===== src/rtl/pam_pkg.sv =====
package pam_pkg;
   typedef enum logic [1:0] {
      ACC_FETCH = 2'd0,
      ACC_LOAD  = 2'd1,
      ACC_STORE = 2'd2,
      ACC_RSVD  = 2'd3
   } acc_e;

   // rights vector bit positions
   localparam int RT_R = 2;
   localparam int RT_W = 1;
   localparam int RT_X = 0;

   // cause vector bit positions
   localparam int CS_PROT  = 0;
   localparam int CS_NXG   = 1;
   localparam int CS_KEY   = 2;
   localparam int CS_STORE = 3;
endpackage


===== src/rtl/pam_prot_table.sv =====
module pam_prot_table
   import pam_pkg::*;
(
   input  logic       key,
   input  logic [2:0] code,
   output logic [2:0] rights
);
   always_comb begin
      rights = 3'b000;
      if (!key) begin
         unique case (code)
            3'd0, 3'd1, 3'd2: rights = 3'b111;
            3'd3, 3'd6:       rights = 3'b101;
            default:          rights = 3'b000;
         endcase
      end else begin
         unique case (code)
            3'd1, 3'd3: rights = 3'b101;
            3'd2:       rights = 3'b111;
            default:    rights = 3'b000;
         endcase
      end
   end
endmodule


===== src/rtl/pam_key_mask.sv =====
module pam_key_mask
   import pam_pkg::*;
#(
   parameter int KEY_W    = 5,
   parameter bit IMASK_EN = 1'b1,
   localparam int NKEYS   = 1 << KEY_W,
   localparam int MASK_W  = 2 * NKEYS
) (
   input  logic [KEY_W-1:0]  key,
   input  logic [MASK_W-1:0] data_mask,
   input  logic [MASK_W-1:0] inst_mask,
   output logic [2:0]        rights
);
   // field position 2*(NKEYS-1-key) equals the inverted key shifted left once
   logic [KEY_W:0] fld_idx;
   logic [1:0]     dfld;
   logic           x_ok;

   assign fld_idx = {~key, 1'b0};
   assign dfld    = data_mask[fld_idx +: 2];

   generate
      if (IMASK_EN) begin : g_imask
         logic [1:0] ifld;
         assign ifld = inst_mask[fld_idx +: 2];
         assign x_ok = ~ifld[0];
      end else begin : g_no_imask
         assign x_ok = 1'b1;
      end
   endgenerate

   always_comb begin
      rights       = 3'b111;
      rights[RT_W] = ~dfld[1];
      rights[RT_R] = ~dfld[0];
      rights[RT_X] = x_ok;
   end
endmodule


===== src/rtl/pam_fault_cause.sv =====
module pam_fault_cause
   import pam_pkg::*;
(
   input  acc_e       acc,
   input  logic       grant,
   input  logic [2:0] tbl_rights,
   input  logic [2:0] msk_rights,
   input  logic       nxg_deny,
   output logic [3:0] cause
);
   int unsigned need;

   always_comb begin
      cause = 4'b0000;
      need  = (acc == ACC_STORE) ? RT_W : RT_R;
      if (!grant) begin
         if (acc == ACC_FETCH) begin
            if (nxg_deny)               cause[CS_NXG]  = 1'b1;
            else if (!tbl_rights[RT_X]) cause[CS_PROT] = 1'b1;
            if (!msk_rights[RT_X])      cause[CS_KEY]  = 1'b1;
         end else begin
            if (!tbl_rights[need])      cause[CS_PROT]  = 1'b1;
            if (acc == ACC_STORE)       cause[CS_STORE] = 1'b1;
            if (!msk_rights[need])      cause[CS_KEY]   = 1'b1;
         end
      end
   end
endmodule


===== src/rtl/pam_access_eval.sv =====
module pam_access_eval
   import pam_pkg::*;
#(
   parameter int KEY_W    = 5,
   parameter bit IMASK_EN = 1'b1,
   localparam int NKEYS   = 1 << KEY_W,
   localparam int MASK_W  = 2 * NKEYS
) (
   input  logic              user_mode,
   input  logic              seg_key_user,
   input  logic              seg_key_super,
   input  logic [1:0]        pp_low,
   input  logic              pp_high,
   input  logic [KEY_W-1:0]  page_key,
   input  logic              no_exec,
   input  logic              guarded,
   input  logic              changed,
   input  logic [MASK_W-1:0] data_mask,
   input  logic [MASK_W-1:0] inst_mask,
   input  logic [1:0]        access,
   output logic [2:0]        rights,
   output logic              grant,
   output logic [3:0]        cause
);
   generate
      if (KEY_W < 1 || KEY_W > 6) begin : g_bad_key_w
         $error("pam_access_eval: KEY_W must lie in 1..6");
      end
   endgenerate

   acc_e       acc;
   logic       eff_key;
   logic [2:0] tbl_rights;
   logic [2:0] msk_rights;
   logic       nxg_deny;
   logic [2:0] all_rights;

   assign acc      = acc_e'(access);
   assign eff_key  = user_mode ? seg_key_user : seg_key_super;
   assign nxg_deny = no_exec | guarded;

   pam_prot_table u_table (
      .key    (eff_key),
      .code   ({pp_high, pp_low}),
      .rights (tbl_rights)
   );

   pam_key_mask #(
      .KEY_W    (KEY_W),
      .IMASK_EN (IMASK_EN)
   ) u_mask (
      .key       (page_key),
      .data_mask (data_mask),
      .inst_mask (inst_mask),
      .rights    (msk_rights)
   );

   always_comb begin
      all_rights = tbl_rights & msk_rights & {2'b11, ~nxg_deny};
      rights     = all_rights;
      if (!changed && acc != ACC_STORE) rights[RT_W] = 1'b0;
      unique case (acc)
         ACC_FETCH: grant = rights[RT_X];
         ACC_STORE: grant = rights[RT_W];
         default:   grant = rights[RT_R];
      endcase
   end

   pam_fault_cause u_cause (
      .acc        (acc),
      .grant      (grant),
      .tbl_rights (tbl_rights),
      .msk_rights (msk_rights),
      .nxg_deny   (nxg_deny),
      .cause      (cause)
   );
endmodule



===== config.mk =====
export PLATFORM = sky130hd
export DESIGN_NAME = pam_access_eval
export DESIGN_NICKNAME = d
export VERILOG_FILES = /design/src/rtl/pam_pkg.sv /design/src/rtl/pam_prot_table.sv /design/src/rtl/pam_key_mask.sv /design/src/rtl/pam_fault_cause.sv /design/src/rtl/pam_access_eval.sv
export SDC_FILE = /design/constraint.sdc
export NUM_CORES = 1
export LEC_CHECK = 0
export ABC_AREA = 1
export BUFFER_PORTS_ARGS = -buffer_cell sky130_fd_sc_hd__buf_4
export CORE_MARGIN = 2
export CORE_UTILIZATION = 36
export DETAILED_ROUTE_END_ITERATION = 8
export GPL_TIMING_DRIVEN = 0
export PLACE_DENSITY = 0.91
export SLEW_MARGIN = 15
export SYNTH_ARGS = -nofsm -noshare
export SYNTH_HDL_FRONTEND = slang
export SYNTH_SLANG_ARGS = --single-unit

===== constraint.sdc =====
create_clock -name vclk -period 2.2
set_input_delay 0 -clock vclk [all_inputs]
set_output_delay 0 -clock vclk [all_outputs]
set_load 0.005 [all_outputs]

==> results of run 1 <==
-- report_power, final --
group / internal (mW) / switching, mW / leakage [nW]
logic: 0.223 / 0.182 / 1.23
registers: 0 / 0 / 0
clock network: 0 / 0 / 0
total: 0.223 / 0.182 / 1.23
-- layout make-up --
cell class | count | area (um2)
buffer | 17 | 98.8
timing repair buffer | 119 | 893
multi-input combinational | 231 | 993
fill | 313 | 935
tap | 44 | 55.1
inverter | 14 | 52.6
-- metrics by stage --
step | hold WS, ns | instance area (um2)
final | 0.298 | 2090
after global placement | 0.276 | 2090
after floorplan | 0.0417 | 1140
after global routing | 0.298 | 2090
after CTS | 0.295 | 2090
after detailed placement | 0.295 | 2090
-- worst max-delay path, cell delays in order --
cell and delay [ns]:
buf_4 0.12, inv_2 0.06, buf_4 0.16, buf_2 0.23, nand2_1 0.09, nand3_1 0.08
nand3_1 0.07, nand2_1 0.11, nand2_1 0.06, nand3_1 0.06, nand2_1 0.08, inv_2 0.07
nand2_1 0.07, nand3_1 0.09, buf_4 0.11
-- logic make-up after synthesis --
kind of cell | share of synthesized area (%)
buffers and inverters | 13.2
AOI/OAI and AO/OA | 2.40
and+or+nand+nor | 84.4
-- cell usage in the layout (no fill, tap or decap), drive strengths merged --
cell type  count
buf          134
nand2        129
nand3         83
inv           14
nor2          11
o21ai          4
nor3           3
clkbuf         2
o21a           1
-- worst max path at each step --
stage,startpoint,to,cells after the start
5_1_grt,page_key[0],cause[3],15
3_5_place_dp,page_key[0],cause[2],15
3_3_place_gp,page_key[0],cause[2],15
6_report,page_key[0],cause[2],15
2_1_floorplan,page_key[1],cause[2],12
4_1_cts,page_key[0],cause[2],15
-- per-layer routing --
metal	up-vias	global-route usage, %	share of wire (%)
li1	1089	-	-
met1	891	28.8	41
met2	96	51.6	50
met3	4	3.20	9.2
met4	0	4.76	0.74
met5	-	0	0
==> results.yml, run 1 <==
place:
  dpl.cell_count: 425
  place.gp.congestion: 0.838
  pre_cts_slack_ns: 0.762
  port-buffer-count: 119
  dp.final_hpwl_mm: 4.11
routing:
  drt-pass1-iter-count: 4
  drt-wirelength-per-cell_um: 11.4
  detail-route-antenna-nets: 0
  drt-total-wl_mm: 4.87
  vias: 2080
  viasPerCell: 4.89
  drc: 0
  drt_iter0_markers: 121
clock_network:
  ctsHoldBuffers: 0
  cts_setup_buffers: 0
  cts-resized-gates: 0
finish:
  drive_above_1_share_pct: 36.7
  finalCoreUtilization_pct: 69.1
  antenna_cells: 0
  syn_to_final_growth_pct: 82.8
  instances_no_fill: 425
  fin_nets: 527
  seq_area_um2: 0
  design.seq.count: 0
  clock_buffers: 0
yosys:
  synth_top_area_cell: "nand2_1"
  synthCells: 262
  synthTopCellsByArea: "nand2_1 (42%), nand3_1 (36%), buf_2 (4.4%)"
  yosys-top-cells-count: "nand2_1 (129), nand3_1 (83), nor2_1 (11)"
  yosysWarningCount: 0
  avgSynthCellArea_um2: 4.37
  netlist.area_leader.share_pct: 42.3
  synth_most_common_cell: "nand2_1"
  syn_area_mm2: 0.00114
  ys_types: 13
  syn-num-nets: 406
  ys_seq_area_share_pct: 0
setup_path:
  worst-endpoint-required_ns: 2.20
  crit_fanout: 10
  crit_path_start_kind: "input port"
  arrival_ns: 1.45
  end_kind: "primary output"
  critPathKind: "input port to primary output"
sta:
  tightest_slew_ns: 0.456
  fin_setup_tns_ns: 0
  fmax_ghz: 0.692
  slew_headroom_pct: 69.6
  final.min_clock_period_ns: 1.45
  final_hold_viol_count: 0
  setup_slack_ns: 0.754
  setup_viol: 0
  maxSlewViolCount: 0
  grt_setup_unrepaired: "false"
  layout_worst_path_cycle_share_pct: 65.7
floorplanning:
  start_util_pct: 37.8
  placement_rows: 20
  pin_count: 152
  core_area_mm2: 0.00303
  die_w_um: 60.4
  die_h_um: 60.4
  dieArea_mm2: 0.00365
hold_path:
  hp-start: "access[1]"
  hp-class: "input port to primary output"
  whs_path_depth: 3
  hold-path-endpoint: "cause[1]"
power_and_ir_drop:
  power_mw: 0.405
  power-per-cell-area_mw_per_mm2: 194
  p_leak_nw: 1.23
  peakVddDrop_uv: 119
global_route:
  antenna_found_initial: 0
  grt_overflow: 0
  grt_pass1_wl_mm: 7.44
  grt_pass1_vias: 1865
  grt_usage_pct: 25.8
  grt_max_degree: 11
status:
  status: "completed"
run:
  cap_violations: 0
(Power assumes the default switching activity.)
==> inputs of run 2 (changes only) <==
--- a/config.mk
+++ b/config.mk
@@ -8,10 +8,10 @@
 export ABC_AREA = 1
 export BUFFER_PORTS_ARGS = -buffer_cell sky130_fd_sc_hd__buf_4
 export CORE_MARGIN = 2
-export CORE_UTILIZATION = 36
+export CORE_UTILIZATION = 33
 export DETAILED_ROUTE_END_ITERATION = 8
 export GPL_TIMING_DRIVEN = 0
-export PLACE_DENSITY = 0.91
+export PLACE_DENSITY = 0.84
 export SLEW_MARGIN = 15
 export SYNTH_ARGS = -nofsm -noshare
 export SYNTH_HDL_FRONTEND = slang
==> constraint.sdc (replaced) <==
create_clock -name vclk -period 1.35
set_input_delay 0 -clock vclk [all_inputs]
set_output_delay 0 -clock vclk [all_outputs]
set_load 0.005 [all_outputs]
==> run 2 against run 1 <==
Against the previous run:
- non-clock buffer count up 3
- highest routed layer unchanged
- global-route usage fell by 2.4 points
- worst hold slack got worse by 0.019 ns
- sequential cell count unchanged
==> results.yml, run 2 (synthesis results as in run 1) <==
global_route:
  grt_pass1_vias: 1975
  grt_usage_pct: 23.3
  antenna_found_initial: 0
  grt_overflow: 0
  grt_max_degree: 11
  grt_pass1_wl_mm: 7.91
finish:
  fillers: 334
  fin_nets: 530
  antenna_cells: 0
  final_common_cell: "nand2_1"
  clock_buffers: 0
  finalCoreUtilization_pct: 66.4
  final_cell_mix: "nand2_1 (123), buf_4 (122), nand3_1 (77), nor2_1 (11), inv_1 (9)"
  syn_to_final_growth_pct: 93.4
  multi_input_area_mm2: 0.00104
  drive_above_1_share_pct: 41.1
  design.seq.count: 0
  final_cell_area_mm2: 0.00221
  seq_area_um2: 0
routing:
  drt-wirelength-per-cell_um: 11.8
  drt_iter0_markers: 133
  drc: 0
  detail-route-antenna-nets: 0
  viasPerCell: 4.93
  drt-total-wl_mm: 5.06
  dr_wl_met2_mm: 2.49
  wl_met3_um: 407
  drt-pass1-iter-count: 4
  vias: 2120
  met1_length_mm: 2.11
  top_layer: "met4"
floorplanning:
  start_util_pct: 34.3
  placement_rows: 21
  dieArea_mm2: 0.00396
  die_h_um: 62.9
  core_area_mm2: 0.00334
  die_w_um: 62.9
  pin_count: 152
setup_path:
  end_kind: "primary output"
  worst-endpoint-required_ns: 1.35
  arrival_ns: 1.26
  crit_path_start_kind: "input port"
  crit_fanout: 6
  critPathKind: "input port to primary output"
sta:
  layout_worst_path_cycle_share_pct: 93.7
  final_hold_viol_count: 0
  final.min_clock_period_ns: 1.26
  slew_headroom_pct: 76.6
  setup_viol: 0
  setup_slack_ns: 0.0853
  fin_hold_ws_ns: 0.279
  maxSlewViolCount: 0
  fmax_ghz: 0.791
  tightest_slew_ns: 0.347
place:
  dp.final_hpwl_mm: 4.09
  pre_cts_slack_ns: -0.0352
  place.gp.congestion: 0.907
  port-buffer-count: 119
  place_area_mm2: 0.00210
power_and_ir_drop:
  power_mw: 0.708
  peakVddDrop_uv: 171
  p_leak_nw: 1.28
  power-per-cell-area_mw_per_mm2: 320
run:
  cap_violations: 0
hold_path:
  hp-class: "input port to primary output"
clock_network:
  ctsHoldBuffers: 0
status:
  status: "completed"
[run 2: cell types whose count changed in the layout (fill, tap and decap cells not counted), sizes merged]
cell and delta:
clkbuf +3
[run 2: what timing repair did]
action / in CTS / in global routing
setup endpoints to repair: 2 / 7
gates cloned: 0 / 1
buffers inserted: 0 / 2
gates resized for setup: 2 / 33
pin swaps: 0 / 12
[run 2: per-layer routing]
metal	GRT usage [%]	vias up
li1	-	1094
met1	28.6	916
met2	43.6	104
met3	2.88	6
met4	3.61	0
met5	0	-
[run 2: cell type report]
| type | count | area share (%) |
|---|---|---|
| inverters | 14 | 2.37 |
| repair buffers | 122 | 41.4 |
| well taps | 46 | 2.60 |
| plain buffers | 17 | 6.78 |
| multi-input cells | 231 | 46.9 |
[run 2: report_power, final]
part / internal (mW) / total (mW) / switching [mW]
clock: 0 / 0 / 0
combinational: 0.392 / 0.708 / 0.317
sequential: 0 / 0 / 0
[run 2: path summary, 6_finish.rpt]
check	slack, ns	from	endpoint	depth (start not counted)
setup / recovery	0.09	page_key[0]	cause[2]	15
hold / removal	0.28	access[1]	cause[1]	3
[run 2: critical path: stages]
cell     delay (ns)
buf_4          0.10
inv_2          0.05
buf_8          0.13
buf_4          0.15
nand2_1        0.06
nand3_1        0.07
nand3_1        0.11
nand2_1        0.07
nand2_1        0.06
nand3_1        0.07
nand2_1        0.09
inv_2          0.05
nand2_1        0.07
nand3_2        0.07
buf_4          0.13
[run 2: through the flow]
step / std cells / TNS (ns)
floorplan: 262 / 0
global placement: 427 / -0.0664
detailed placement: 427 / -0.0546
CTS: 427 / 0
global route: 430 / -0.0128
finish: 430 / 0
==> inputs of run 3 (changes only) <==
--- a/config.mk
+++ b/config.mk
@@ -5,14 +5,14 @@
 export SDC_FILE = /design/constraint.sdc
 export NUM_CORES = 1
 export LEC_CHECK = 0
-export ABC_AREA = 1
 export BUFFER_PORTS_ARGS = -buffer_cell sky130_fd_sc_hd__buf_4
 export CORE_MARGIN = 2
-export CORE_UTILIZATION = 33
+export CORE_UTILIZATION = 31
 export DETAILED_ROUTE_END_ITERATION = 8
 export GPL_TIMING_DRIVEN = 0
-export PLACE_DENSITY = 0.84
+export PLACE_DENSITY = 0.86
 export SLEW_MARGIN = 15
 export SYNTH_ARGS = -nofsm -noshare
 export SYNTH_HDL_FRONTEND = slang
+export SYNTH_HIERARCHICAL = 1
 export SYNTH_SLANG_ARGS = --single-unit
==> run 3 against run 2 <==
Against the previous run:
- final cell count down 44%
- count of clock-buffer cells in the layout unchanged
- worst hold slack better by 0.030 ns
- global-route usage down 2.2 points
- the run now ends with setup timing left
==> results.yml, run 3 <==
setup_path:
  end_kind: "primary output"
  critPathKind: "input port to primary output"
  worst-endpoint-required_ns: 1.35
  arrival_ns: 2.20
  crit_path_start_kind: "input port"
  crit_fanout: 6
finish:
  syn_to_final_growth_pct: 116
  instances_no_fill: 241
  clock_buffers: 0
  seq_area_um2: 0
  finalCoreUtilization_pct: 70.3
  drive_above_1_share_pct: 90.4
  fillers: 230
  antenna_cells: 0
  final_common_cell: "buf_4"
  design.seq.count: 0
  final_cell_area_mm2: 0.00213
  final_cell_mix: "buf_4 (126), mux4_2 (30), nor2b_1 (4), buf_6 (4), buf_12 (4)"
  multi_input_area_um2: 948
  fin_nets: 343
routing:
  viasPerCell: 5.11
  detail-route-antenna-nets: 0
  vias: 1232
  drt-total-wl_mm: 3.94
  drt-pass1-iter-count: 4
  drt_iter0_markers: 22
  drc: 0
  drt-wirelength-per-cell_um: 16.3
sta:
  final_hold_viol_count: 0
  final.min_clock_period_ns: 2.20
  slew_headroom_pct: 66.5
  tightest_slew_ns: 0.503
  layout_worst_path_cycle_share_pct: 163
  fmax_ghz: 0.455
  setup_slack_ns: -0.849
  grt_setup_unrepaired: "true"
  setup_viol: 8
  maxSlewViolCount: 0
yosys:
  synth_most_common_cell: "mux4_2"
  avgSynthCellArea_um2: 14.5
  syn-num-nets: 212
  synth_compound_area_share_pct: 7.75
  synth_top_family_by_area: "multiplexers"
  ys_types: 30
  synthAdderAreaFrac_pct: 0
  yosys-top-cells-count: "mux4_2 (30), nor2b_1 (4), buf_1 (3), mux2i_1 (3)"
  synth-xor-area-share_pct: 0
  yosysWarningCount: 6
  syn_area_um2: 985
  synthCells: 68
  muxShareOfSynthArea_pct: 74.0
  synth_top_area_cell: "mux4_2"
  post_synth_and_or_nand_nor_area_fraction_pct: 12.1
  ys_seq_area_share_pct: 0
  synthTopCellsByArea: "mux4_2 (69%), mux2i_1 (3.0%), nand4bb_4 (2.8%)"
  netlist.area_leader.share_pct: 68.6
floorplanning:
  pin_count: 152
  placement_rows: 20
  die_w_um: 60.4
  dieArea_mm2: 0.00364
  core_area_mm2: 0.00303
  start_util_pct: 32.5
  die_h_um: 60.4
power_and_ir_drop:
  p_int_mw: 0.516
  combinationalPowerShare_pct: 100.0
  p_leak_nw: 0.980
  p_sw_mw: 0.223
  power-per-cell-area_mw_per_mm2: 347
  switching_share_pct: 30.1
  clockPowerShare_pct: 0
  seqPwrFrac_pct: 0
  peakVddDrop_uv: 182
global_route:
  grt_max_degree: 11
  grt_overflow: 0
  grt_pass1_vias: 1276
  grt_pass1_wl_mm: 5.72
  grt_usage_pct: 21.1
  antenna_found_initial: 0
place:
  place_area_mm2: 0.00197
  port-buffer-count: 117
  place.gp.congestion: 0.708
  dpl.cell_count: 229
  dp.final_hpwl_mm: 3.34
clock_network:
  ctsHoldBuffers: 0
status:
  status: "complete, but fails checks"
  violations: "setup timing"
hold_path:
  whs_path_depth: 3
  hp-class: "input port to primary output"
  hp-start: "access[1]"
  hold-path-endpoint: "cause[1]"
run:
  cap_violations: 0
## run 3: cell count changes after synthesis, moves of 3 or more
cell	delta
mux2i_1	+3
inv_2	-4
buf_1	+3
nand2_1	-128
nor2_1	-11
nand3_1	-82
mux4_2	+30
buf_2	-9
inv_1	-9
o21ai_0	-4
nor2b_1	+4
## run 3: timing repair
item	in CTS	in global routing
cloned	1	0
setup endpoints to repair	8	8
buffers inserted	9	2
pin swaps	3	2
gates resized for setup	10	3
## run 3: kinds of logic (layout without fill, tap and decap cells)
kind of cell / count (synthesis) / count (layout)
mux: 35 / 35
simple gates: 15 / 15
buf+inv: 10 / 139
compound gates: 8 / 8
## run 3: metal layers
layer	global-route usage (%)	routed length (um)	vias to the layer above
met5	0	0	-
met4	0.952	16	0
met3	1.71	304	2
met2	44.4	2350	66
met1	23.8	1270	591
li1	-	-	573
## run 3: stage by stage
| stage | worst slack, ns | total power, mW | setup TNS [ns] | hold WS, ns |
|---|---|---|---|---|
| final | -0.849 | 0.739 | -5.30 | 0.308 |
| after global routing | -0.954 | 0.787 | -6.03 | 0.320 |
| after CTS | -0.873 | 0.729 | -5.40 | 0.305 |
| after detailed placement | -1.03 | 0.669 | -6.25 | 0.304 |
| after global placement | -0.965 | 0.650 | -5.78 | 0.298 |
| after floorplan | -0.662 | 0.331 | -3.45 | 0.0332 |
## run 3: worst max path at each step
stage	to	slack (ns)	depth (start not counted)	start
after global routing	cause[2]	-0.95	11	page_key[1]
after floorplan	cause[2]	-0.66	10	page_key[1]
final	cause[2]	-0.85	11	page_key[1]
after CTS	cause[2]	-0.87	11	page_key[1]
after detailed placement	cause[2]	-1.03	11	page_key[2]
after global placement	cause[2]	-0.96	11	page_key[2]
## run 3: final cells by class
class / instances / share of cell area [%]
plain buffers: 9 / 4.99
repair buffers: 129 / 47.7
well taps: 44 / 2.59
multi-input cells: 58 / 44.5
inverters: 1 / 0.176
## run 3: critical path, cell delays in order
cell,delay (ns)
buf_12,0.10
buf_12,0.12
buf_8,0.12
mux4_2,0.49
mux4_2,0.51
mux2i_4,0.18
nand4b_1,0.17
o211ai_4,0.15
or3b_1,0.16
o31ai_2,0.06
buf_4,0.14
## run 3: power by group through the flow
stage / logic [mW] / registers [mW] / clock network [mW]
after global placement: 0.650 / 0 / 0
after CTS: 0.729 / 0 / 0
after floorplan: 0.331 / 0 / 0
after detailed placement: 0.669 / 0 / 0
after global routing: 0.787 / 0 / 0
final: 0.739 / 0 / 0
